## config.mk

```make
export PLATFORM = sky130hd
export DESIGN_NAME = pwm_prescaled
export DESIGN_NICKNAME = d
export VERILOG_FILES = /design/src/rtl/pwm_pkg.sv /design/src/rtl/pwm_cfg_reg.sv /design/src/rtl/pwm_prescaler.sv /design/src/rtl/pwm_period.sv /design/src/rtl/pwm_prescaled.sv
export SDC_FILE = /design/constraint.sdc
export NUM_CORES = 1
export LEC_CHECK = 0
export BUFFER_PORTS_ARGS = -buffer_cell sky130_fd_sc_hd__buf_4
export CAP_MARGIN = 15
export CORE_MARGIN = 10
export CORE_UTILIZATION = 44
export DETAILED_ROUTE_END_ITERATION = 16
export PLACE_DENSITY = 0.75
export SLEW_MARGIN = 40
export SYNTH_ARGS = -nofsm -noshare
export SYNTH_HDL_FRONTEND = slang
export SYNTH_SLANG_ARGS = --single-unit
```

## constraint.sdc

```tcl
create_clock -name clk_i -period 2.76 [get_ports clk_i]
set_clock_uncertainty 0.1 [all_clocks]
set_input_delay 0.552 -clock clk_i [delete_from_list [all_inputs] [get_ports clk_i]]
set_output_delay 0.552 -clock clk_i [all_outputs]
set_load 0.02 [all_outputs]
```

## src/rtl/pwm_pkg.sv

```systemverilog
package pwm_pkg;
  localparam int unsigned DATA_W   = 32;
  localparam int unsigned SCALE_W  = 13;
  localparam int unsigned DUTY_W   = 8;
  localparam int unsigned EN_BIT   = 31;
  localparam int unsigned FULL_BIT = 24;
  localparam int unsigned DUTY_LSB = 16;
  localparam int unsigned SCALE_LSB = 0;

  typedef struct packed {
    logic               en;
    logic               full;
    logic [DUTY_W-1:0]  duty;
    logic [SCALE_W-1:0] scale;
  } pwm_cfg_t;
endpackage

```

## src/rtl/pwm_cfg_reg.sv

```systemverilog
module pwm_cfg_reg
  import pwm_pkg::*;
#(
  parameter int unsigned ADDR_W   = 2,
  parameter int unsigned REG_ADDR = 0
) (
  input  logic              clk_i,
  input  logic              rst_ni,
  input  logic              we_i,
  input  logic [ADDR_W-1:0] addr_i,
  input  logic [DATA_W-1:0] wdata_i,
  output logic [DATA_W-1:0] rdata_o,
  output pwm_cfg_t          cfg_o,
  output logic              restart_o
);
  localparam logic [ADDR_W-1:0] HIT_ADDR = ADDR_W'(REG_ADDR);

  pwm_cfg_t cfg_q;
  logic     hit;

  assign hit       = (addr_i == HIT_ADDR);
  assign restart_o = we_i && hit;

  always_ff @(posedge clk_i or negedge rst_ni) begin
    if (!rst_ni) begin
      cfg_q <= '0;
    end else if (restart_o) begin
      cfg_q.en    <= wdata_i[EN_BIT];
      cfg_q.full  <= wdata_i[FULL_BIT];
      cfg_q.duty  <= wdata_i[DUTY_LSB +: DUTY_W];
      cfg_q.scale <= wdata_i[SCALE_LSB +: SCALE_W];
    end
  end

  logic [DATA_W-1:0] word;
  always_comb begin
    word                          = '0;
    word[EN_BIT]                  = cfg_q.en;
    word[FULL_BIT]                = cfg_q.full;
    word[DUTY_LSB +: DUTY_W]      = cfg_q.duty;
    word[SCALE_LSB +: SCALE_W]    = cfg_q.scale;
  end

  assign rdata_o = hit ? word : '0;
  assign cfg_o   = cfg_q;

  logic unused_wbits;
  assign unused_wbits = ^{wdata_i[30:25], wdata_i[15:13]};

  assert_foreign_write_R9: assert property (@(posedge clk_i) disable iff (!rst_ni)
    (we_i && !hit) |=> $stable(cfg_q));
endmodule

```

## src/rtl/pwm_prescaler.sv

```systemverilog
module pwm_prescaler #(
  parameter int unsigned SCALE_W = 13
) (
  input  logic               clk_i,
  input  logic               rst_ni,
  input  logic               en_i,
  input  logic               restart_i,
  input  logic [SCALE_W-1:0] scale_i,
  output logic               step_o
);
  logic [SCALE_W-1:0] cnt_q;

  assign step_o = en_i && (cnt_q == scale_i);

  always_ff @(posedge clk_i or negedge rst_ni) begin
    if (!rst_ni)                 cnt_q <= '0;
    else if (restart_i || !en_i) cnt_q <= '0;
    else if (step_o)             cnt_q <= '0;
    else                         cnt_q <= cnt_q + 1'b1;
  end

  assert_pre_range_R3: assert property (@(posedge clk_i) disable iff (!rst_ni)
    en_i |-> (cnt_q <= scale_i));
  assert_pre_wrap_R3: assert property (@(posedge clk_i) disable iff (!rst_ni)
    step_o |=> (cnt_q == '0));
  assert_pre_restart_R8: assert property (@(posedge clk_i) disable iff (!rst_ni)
    restart_i |=> (cnt_q == '0));
endmodule

```

## src/rtl/pwm_period.sv

```systemverilog
module pwm_period #(
  parameter int unsigned DUTY_W = 8
) (
  input  logic              clk_i,
  input  logic              rst_ni,
  input  logic              en_i,
  input  logic              restart_i,
  input  logic              step_i,
  input  logic              full_i,
  input  logic [DUTY_W-1:0] duty_i,
  output logic              pwm_o
);
  logic [DUTY_W-1:0] pos_q;

  always_ff @(posedge clk_i or negedge rst_ni) begin
    if (!rst_ni)                 pos_q <= '0;
    else if (restart_i || !en_i) pos_q <= '0;
    else if (step_i)             pos_q <= pos_q + 1'b1;
  end

  // inactive level is 0
  assign pwm_o = en_i && (full_i || (pos_q < duty_i));

  assert_pos_step_R3: assert property (@(posedge clk_i) disable iff (!rst_ni)
    (step_i && !restart_i && en_i) |=> (pos_q == $past(pos_q) + 1'b1));
  assert_pos_hold_R3: assert property (@(posedge clk_i) disable iff (!rst_ni)
    (!step_i && !restart_i && en_i) |=> $stable(pos_q));
  assert_pos_restart_R8: assert property (@(posedge clk_i) disable iff (!rst_ni)
    restart_i |=> (pos_q == '0));
endmodule

```

## src/rtl/pwm_prescaled.sv

```systemverilog
module pwm_prescaled
  import pwm_pkg::*;
#(
  parameter int unsigned ADDR_W   = 2,
  parameter int unsigned REG_ADDR = 0
) (
  input  logic              clk_i,
  input  logic              rst_ni,
  input  logic              we_i,
  input  logic [ADDR_W-1:0] addr_i,
  input  logic [DATA_W-1:0] wdata_i,
  output logic [DATA_W-1:0] rdata_o,
  output logic              pwm_o
);
  pwm_cfg_t cfg;
  logic     restart;
  logic     step;

  pwm_cfg_reg #(.ADDR_W(ADDR_W), .REG_ADDR(REG_ADDR)) u_reg (
    .clk_i, .rst_ni, .we_i, .addr_i, .wdata_i, .rdata_o,
    .cfg_o(cfg), .restart_o(restart)
  );

  pwm_prescaler #(.SCALE_W(SCALE_W)) u_pre (
    .clk_i, .rst_ni, .en_i(cfg.en), .restart_i(restart),
    .scale_i(cfg.scale), .step_o(step)
  );

  pwm_period #(.DUTY_W(DUTY_W)) u_per (
    .clk_i, .rst_ni, .en_i(cfg.en), .restart_i(restart), .step_i(step),
    .full_i(cfg.full), .duty_i(cfg.duty), .pwm_o
  );

  assert_off_low_R7: assert property (@(posedge clk_i) disable iff (!rst_ni)
    !cfg.en |-> !pwm_o);
  assert_full_high_R6: assert property (@(posedge clk_i) disable iff (!rst_ni)
    (cfg.en && cfg.full) |-> pwm_o);
  assert_disable_now_R7: assert property (@(posedge clk_i) disable iff (!rst_ni)
    (restart && !wdata_i[EN_BIT]) |=> !pwm_o);
endmodule

```

==> impl_metrics.env, run 1 <==
export IMPL_status="finished clean"
export IMPL_clock_latency_ps=300
export IMPL_start_util_pct=45.13
export IMPL_yosysSeqAreaShare_pct=44.58
export IMPL_grt_max_degree=45
export IMPL_ant_nets=0
export IMPL_finalPower_mw=1.496
export IMPL_cts_tree="yes"
export IMPL_fin_nets=348
export IMPL_critical_path_required_ps=2110
export IMPL_die_area_mm2=0.009010
export IMPL_die_w_um=94.92
export IMPL_ioPinCount=70
export IMPL_critPathTopFamily="compound AO/OA/AOI/OAI gates"
export IMPL_cp_max_fo=3
export IMPL_remaining_drc_errors=0
export IMPL_power_switching_mw=0.4564
export IMPL_coreArea_mm2=0.005473
export IMPL_maxSlewViolCount=0
export IMPL_final_layout_size_suffix_gt1_share_pct=28.81
export IMPL_critPathKind="flop to primary output"
export IMPL_yosysTopAreaCellShare_pct=44.58
export IMPL_finalSetupViolations=0
export IMPL_vias_per_cell=5.230
export IMPL_final_util_pct=54.71
export IMPL_crit_slowest_cell="dfrtp_1"
export IMPL_grt_use_total_pct=13.27
export IMPL_cp_start_kind="flop"
export IMPL_dp_hpwl_um=4441
export IMPL_path_cells="inv_1, ha_1, and3_1, a221oi_2, o21ai_0, a41oi_1, buf_4"
export IMPL_drt_initial_drc_count=79
export IMPL_fin_tns_setup_ps=0
export IMPL_synth_area_per_cell_um2=9.919
export IMPL_cts_num_sinks=44
export IMPL_setup_ws_ps=176.0
export IMPL_tightest_slew_ps=562.9
export IMPL_drt_wl_total_um=5824
export IMPL_finalCritPeriodShare_pct=93.62
export IMPL_syn_inst=249
export IMPL_syn_to_final_growth_pct=21.23
export IMPL_switching_share_pct=30.51
export IMPL_p_per_area_mw_per_mm2=499.6
export IMPL_grt_overflow=0
export IMPL_dr_pass1_iters=4
export IMPL_synth_enable_flop_cells=0
export IMPL_h_tree_depth=2
export IMPL_drv_cap=0
export IMPL_grt_pass1_wl_um=9584
export IMPL_relSlewSlack_pct=62.47
export IMPL_vias=1956
export IMPL_dp_slack_ps=410.4
export IMPL_synth_seq_cells=44
export IMPL_hold_path_class="input port to async pin"
export IMPL_vdd_ir_drop_max_v=0.0003287
export IMPL_p_int_mw=1.039
export IMPL_worstPathArrival_ps=1930
export IMPL_p_comb_share_pct=23.0
export IMPL_cpPeakStageDelay_ps=370
export IMPL_wl_per_cell_um=15.57
export IMPL_place_congestion=0.8347
export IMPL_synth_top_area_cell="dfrtp_1"
export IMPL_rows=27
export IMPL_rsz0062_at_grt="no"
export IMPL_portBuffers=51
export IMPL_die_y_um=94.92
export IMPL_endpoint_kind="primary output"
export IMPL_async_flop_share_pct=100.0
export IMPL_fmax_mhz=387.0
export IMPL_synth_cell_types=38
export IMPL_power_leakage_nw=1.398
export IMPL_ctsLongestPathBuffers=2
export IMPL_diodes=0
export IMPL_layout_common_cells="58 x buf_4, 44 x dfrtp_1, 25 x nor3_1"
export IMPL_final_common_cell="buf_4"
export IMPL_synth_area_mm2=0.002470
export IMPL_antenna_found_initial=0
export IMPL_finalHoldViolations=0
export IMPL_cts_root_buf="clkbuf_8"
export IMPL_clk_pin_slew_ps=90
export IMPL_cts_made_buffers=5
export IMPL_ys_top_cells_by_area="dfrtp_1 45%, mux2_2 6.4%, nor3_1 5.1%"
export IMPL_p_seq_share_pct=50.9
export IMPL_yosys_warnings=0
export IMPL_grt_pass1_vias=1963
export IMPL_critPathBufInv=2
export IMPL_synthFlopType="dfrtp_1"
export IMPL_post_route_min_period_ps=2584
export IMPL_pwr_share_clk_pct=26.0
==> sequential cells by signal, summed over array words and instances (netlist names) <==
name         count
u_reg.cfg_o     23
u_pre.cnt_q     13
u_per.pos_q      8
==> kinds of logic after synthesis <==
logic type / Yosys count / synth area share [%]
XOR/XNOR: 24 / 8.511
other: 1 / 0.1518
flip-flops: 44 / 44.58
multiplexers: 17 / 7.599
AO/OA/AOI/OAI: 24 / 6.079
AND/OR/NAND/NOR: 100 / 22.14
buffers and inverters: 30 / 6.383
adder cells (fa/ha/maj): 9 / 4.559
==> worst paths after layout <==
kind,from,cells past startpoint,slack [ps],to
worst max register to register,u_pre.cnt_q[1]$_DFF_PN0_,5,390,u_per.pos_q[3]$_DFFE_PN0P_
worst max-delay path,u_reg.cfg_o[20]$_DFFE_PN0P_,7,180,pwm_o
worst min-delay path,rst_ni,1,130,u_reg.cfg_o[20]$_DFFE_PN0P_
worst min register to register,u_reg.cfg_o[1]$_DFFE_PN0P_,1,450,u_reg.cfg_o[1]$_DFFE_PN0P_
min in group clk_i,wdata_i[23],3,350,u_reg.cfg_o[20]$_DFFE_PN0P_
max in group asynchronous,rst_ni,1,2030,u_reg.cfg_o[16]$_DFFE_PN0P_
==> final cells by class <==
type | instances | area (µm²)
Inverter | 10 | 37.54
Tap cell | 72 | 90.09
Clock inverter | 1 | 5.005
Sequential cell | 44 | 1101
Timing Repair Buffer | 58 | 435.4
Multi-Input combinational cell | 183 | 1252
Clock buffer | 6 | 72.57
Fill cell | 512 | 2479
==> per-layer routing <==
| metal | vias up | routed length, µm | part of all wire [%] | GRT usage (%) |
|---|---|---|---|---|
| met3 | 8 | 447 | 7.7 | 4.600 |
| met4 | 0 | 70 | 1.2 | 4.115 |
| met1 | 952 | 2353 | 40 | 14.73 |
| li1 | 943 | - | - | - |
| met5 | - | 0 | 0 | 0 |
| met2 | 53 | 2953 | 51 | 23.34 |
==> through the flow <==
stage	hold slack (ps)	instances	instance area, µm²
3_5_place_dp	438.8	366	2903
3_3_place_gp	420.4	366	2903
6_report	131.1	374	2994
4_1_cts	156.2	373	2980
5_1_grt	182.5	374	2994
2_1_floorplan	156.4	257	2500
==> power groups by stage <==
stage | Combinational (mW) | Sequential (mW) | Clock [mW]
floorplan | 0.229 | 0.758 | 0
global placement | 0.337 | 0.773 | 0
detailed placement | 0.344 | 0.777 | 0
CTS | 0.346 | 0.764 | 0.398
global route | 0.382 | 0.772 | 0.421
finish | 0.345 | 0.762 | 0.389
==> synthesized netlist by cell type (4+ instances only) <==
| master | n |
|---|---|
| nand2_1 | 19 |
| nand3_1 | 9 |
| inv_1 | 10 |
| nor3_1 | 25 |
| clkbuf_1 | 5 |
| xor2_1 | 13 |
| o21ai_0 | 11 |
| dfrtp_1 | 44 |
| xnor2_1 | 11 |
| nand2b_1 | 5 |
| nand4_1 | 6 |
| ha_1 | 9 |
| mux2_2 | 14 |
| nor2_1 | 5 |
| a21o_1 | 4 |
| buf_4 | 9 |
| and2_1 | 17 |
==> what timing repair did <==
action                                  CTS  global route
endpoints found under the setup margin    0             1
setup buffers                             0             1
hold buffers                              0             0
resized for setup                         0             1
Power figures use the tool's default switching activity.
==> inputs of run 2 (changes only) <==
--- a/config.mk
+++ b/config.mk
@@ -8,9 +8,9 @@
 export BUFFER_PORTS_ARGS = -buffer_cell sky130_fd_sc_hd__buf_4
 export CAP_MARGIN = 15
 export CORE_MARGIN = 10
-export CORE_UTILIZATION = 44
+export CORE_UTILIZATION = 52
 export DETAILED_ROUTE_END_ITERATION = 16
-export PLACE_DENSITY = 0.75
+export PLACE_DENSITY = 0.86
 export SLEW_MARGIN = 40
 export SYNTH_ARGS = -nofsm -noshare
 export SYNTH_HDL_FRONTEND = slang
==> impl_metrics.env, run 2 (synthesis results as in run 1) <==
export IMPL_rows=25
export IMPL_cts_num_sinks=44
export IMPL_vdd_ir_drop_max_v=0.0003606
export IMPL_cp_max_fo=4
export IMPL_final_util_pct=63.95
export IMPL_layout_common_cells="56 x buf_4, 44 x dfrtp_1, 25 x nor3_1"
export IMPL_ant_nets=0
export IMPL_endpoint_kind="primary output"
export IMPL_holdWs_ps=128.8
export IMPL_dr_pass1_iters=4
export IMPL_grt_max_degree=45
export IMPL_critPathKind="flop to primary output"
export IMPL_relSlewSlack_pct=62.86
export IMPL_rsz0062_at_grt="no"
export IMPL_die_area_mm2=0.007907
export IMPL_grt_pass1_vias=1955
export IMPL_status="finished clean"
export IMPL_drt_wl_total_um=5820
export IMPL_grt_pass1_wl_um=9287
export IMPL_setup_ws_ps=158.7
export IMPL_dp_hpwl_um=4445
export IMPL_post_cts_setup_buffers=0
export IMPL_r2r_setup_slack_ps=430
export IMPL_syn_to_final_growth_pct=20.67
export IMPL_drt_initial_drc_count=82
export IMPL_die_y_um=88.92
export IMPL_finalCritPeriodShare_pct=94.25
export IMPL_cts_tree="yes"
export IMPL_cts_root_buf="clkbuf_8"
export IMPL_vias_per_cell=5.428
export IMPL_fin_tns_setup_ps=0
export IMPL_dp_cells=347
export IMPL_place_congestion=0.7974
export IMPL_ioPinCount=70
export IMPL_fin_area_mm2=0.002980
export IMPL_fmax_mhz=384.4
export IMPL_tightest_slew_ps=557.0
export IMPL_die_w_um=88.92
export IMPL_cp_start_kind="flop"
export IMPL_drv_cap=0
export IMPL_cts_made_buffers=5
export IMPL_antenna_found_initial=0
export IMPL_wl_per_cell_um=16.39
export IMPL_clk_pin_slew_ps=80
export IMPL_worstPathArrival_ps=1950
export IMPL_layout_cells_non_filler=355
export IMPL_post_route_min_period_ps=2601
export IMPL_vias=1927
export IMPL_grt_overflow=0
export IMPL_portBuffers=51
export IMPL_crit_slowest_cell="dfrtp_1"
export IMPL_power_leakage_nw=1.398
export IMPL_remaining_drc_errors=0
export IMPL_finalPower_mw=1.589
export IMPL_ctsLongestPathBuffers=2
export IMPL_clock_latency_ps=300
export IMPL_ff2ff_path_depth=5
export IMPL_cpPeakStageDelay_ps=410
export IMPL_finalHoldViolations=0
export IMPL_hold_path_class="input port to async pin"
export IMPL_start_util_pct=52.99
export IMPL_final_layout_size_suffix_gt1_share_pct=28.24
export IMPL_path_cells="ha_1, and3_1, a221oi_1, o21ai_0, a41oi_1, buf_4"
export IMPL_cts_hold_buffers=0
export IMPL_placed_area_mm2=0.002873
export IMPL_diodes=0
export IMPL_finalSetupViolations=0
export IMPL_p_per_area_mw_per_mm2=533.2
export IMPL_coreArea_mm2=0.004661
export IMPL_cts_repair_resized=0
export IMPL_fin_nets=346
export IMPL_dp_slack_ps=496.5
export IMPL_h_tree_depth=2
export IMPL_final_common_cell="buf_4"
export IMPL_critical_path_required_ps=2110
export IMPL_grt_use_total_pct=15.01
export IMPL_maxSlewViolCount=0
export IMPL_largest_register_ffs=23
==> run 2: cell count changes in the layout (fill, tap and decap cells not counted), sizes merged <==
cell,previous run,this run
buf,58,56
bufinv,0,1
==> run 2: layer usage <==
| metal | GRT usage (%) | vias up | wire [µm] |
|---|---|---|---|
| li1 | - | 945 | - |
| met3 | 4.467 | 10 | 421 |
| met1 | 15.64 | 919 | 2227 |
| met4 | 5.727 | 0 | 94 |
| met2 | 27.59 | 53 | 3077 |
| met5 | 0 | - | 0 |
==> run 2: path summary, 6_finish.rpt <==
path	start	end
worst min-delay path	rst_ni	u_reg.cfg_o[20]$_DFFE_PN0P_
min in group clk_i	wdata_i[23]	u_reg.cfg_o[20]$_DFFE_PN0P_
worst max register to register	u_pre.cnt_q[2]$_DFF_PN0_	u_per.pos_q[5]$_DFFE_PN0P_
worst min register to register	u_reg.cfg_o[13]$_DFFE_PN0P_	u_reg.cfg_o[13]$_DFFE_PN0P_
max in group asynchronous	rst_ni	u_reg.cfg_o[14]$_DFFE_PN0P_
worst max-delay path	u_per.pos_q[6]$_DFFE_PN0P_	pwm_o
==> run 2: layout make-up <==
| type | count | area [µm²] |
|---|---|---|
| Multi-Input combinational cell | 183 | 1246 |
| Timing Repair Buffer | 56 | 420.4 |
| Tap cell | 54 | 67.56 |
| Fill cell | 389 | 1680 |
| Clock buffer | 6 | 72.57 |
| Clock inverter | 2 | 35.03 |
| Inverter | 10 | 37.54 |
| Sequential cell | 44 | 1101 |
==> run 2: worst max-delay path: cells and delay by family, from the launching register on <==
kind                     cells  cell delay [ps]
AO/OA/AOI/OAI                3              560
AND/OR/NAND/NOR              1              200
adder cells (fa/ha/maj)      1              300
flip-flops                   1              410
buffers and inverters        1              170
==> run 2: report_power, final <==
part / switching [mW] / leakage (nW) / internal [mW] / total (mW)
Clock: 0.218 / 0.0552 / 0.269 / 0.487
Combinational: 0.183 / 0.774 / 0.154 / 0.337
Sequential: 0.0555 / 0.569 / 0.710 / 0.765
Total: 0.457 / 1.40 / 1.13 / 1.59
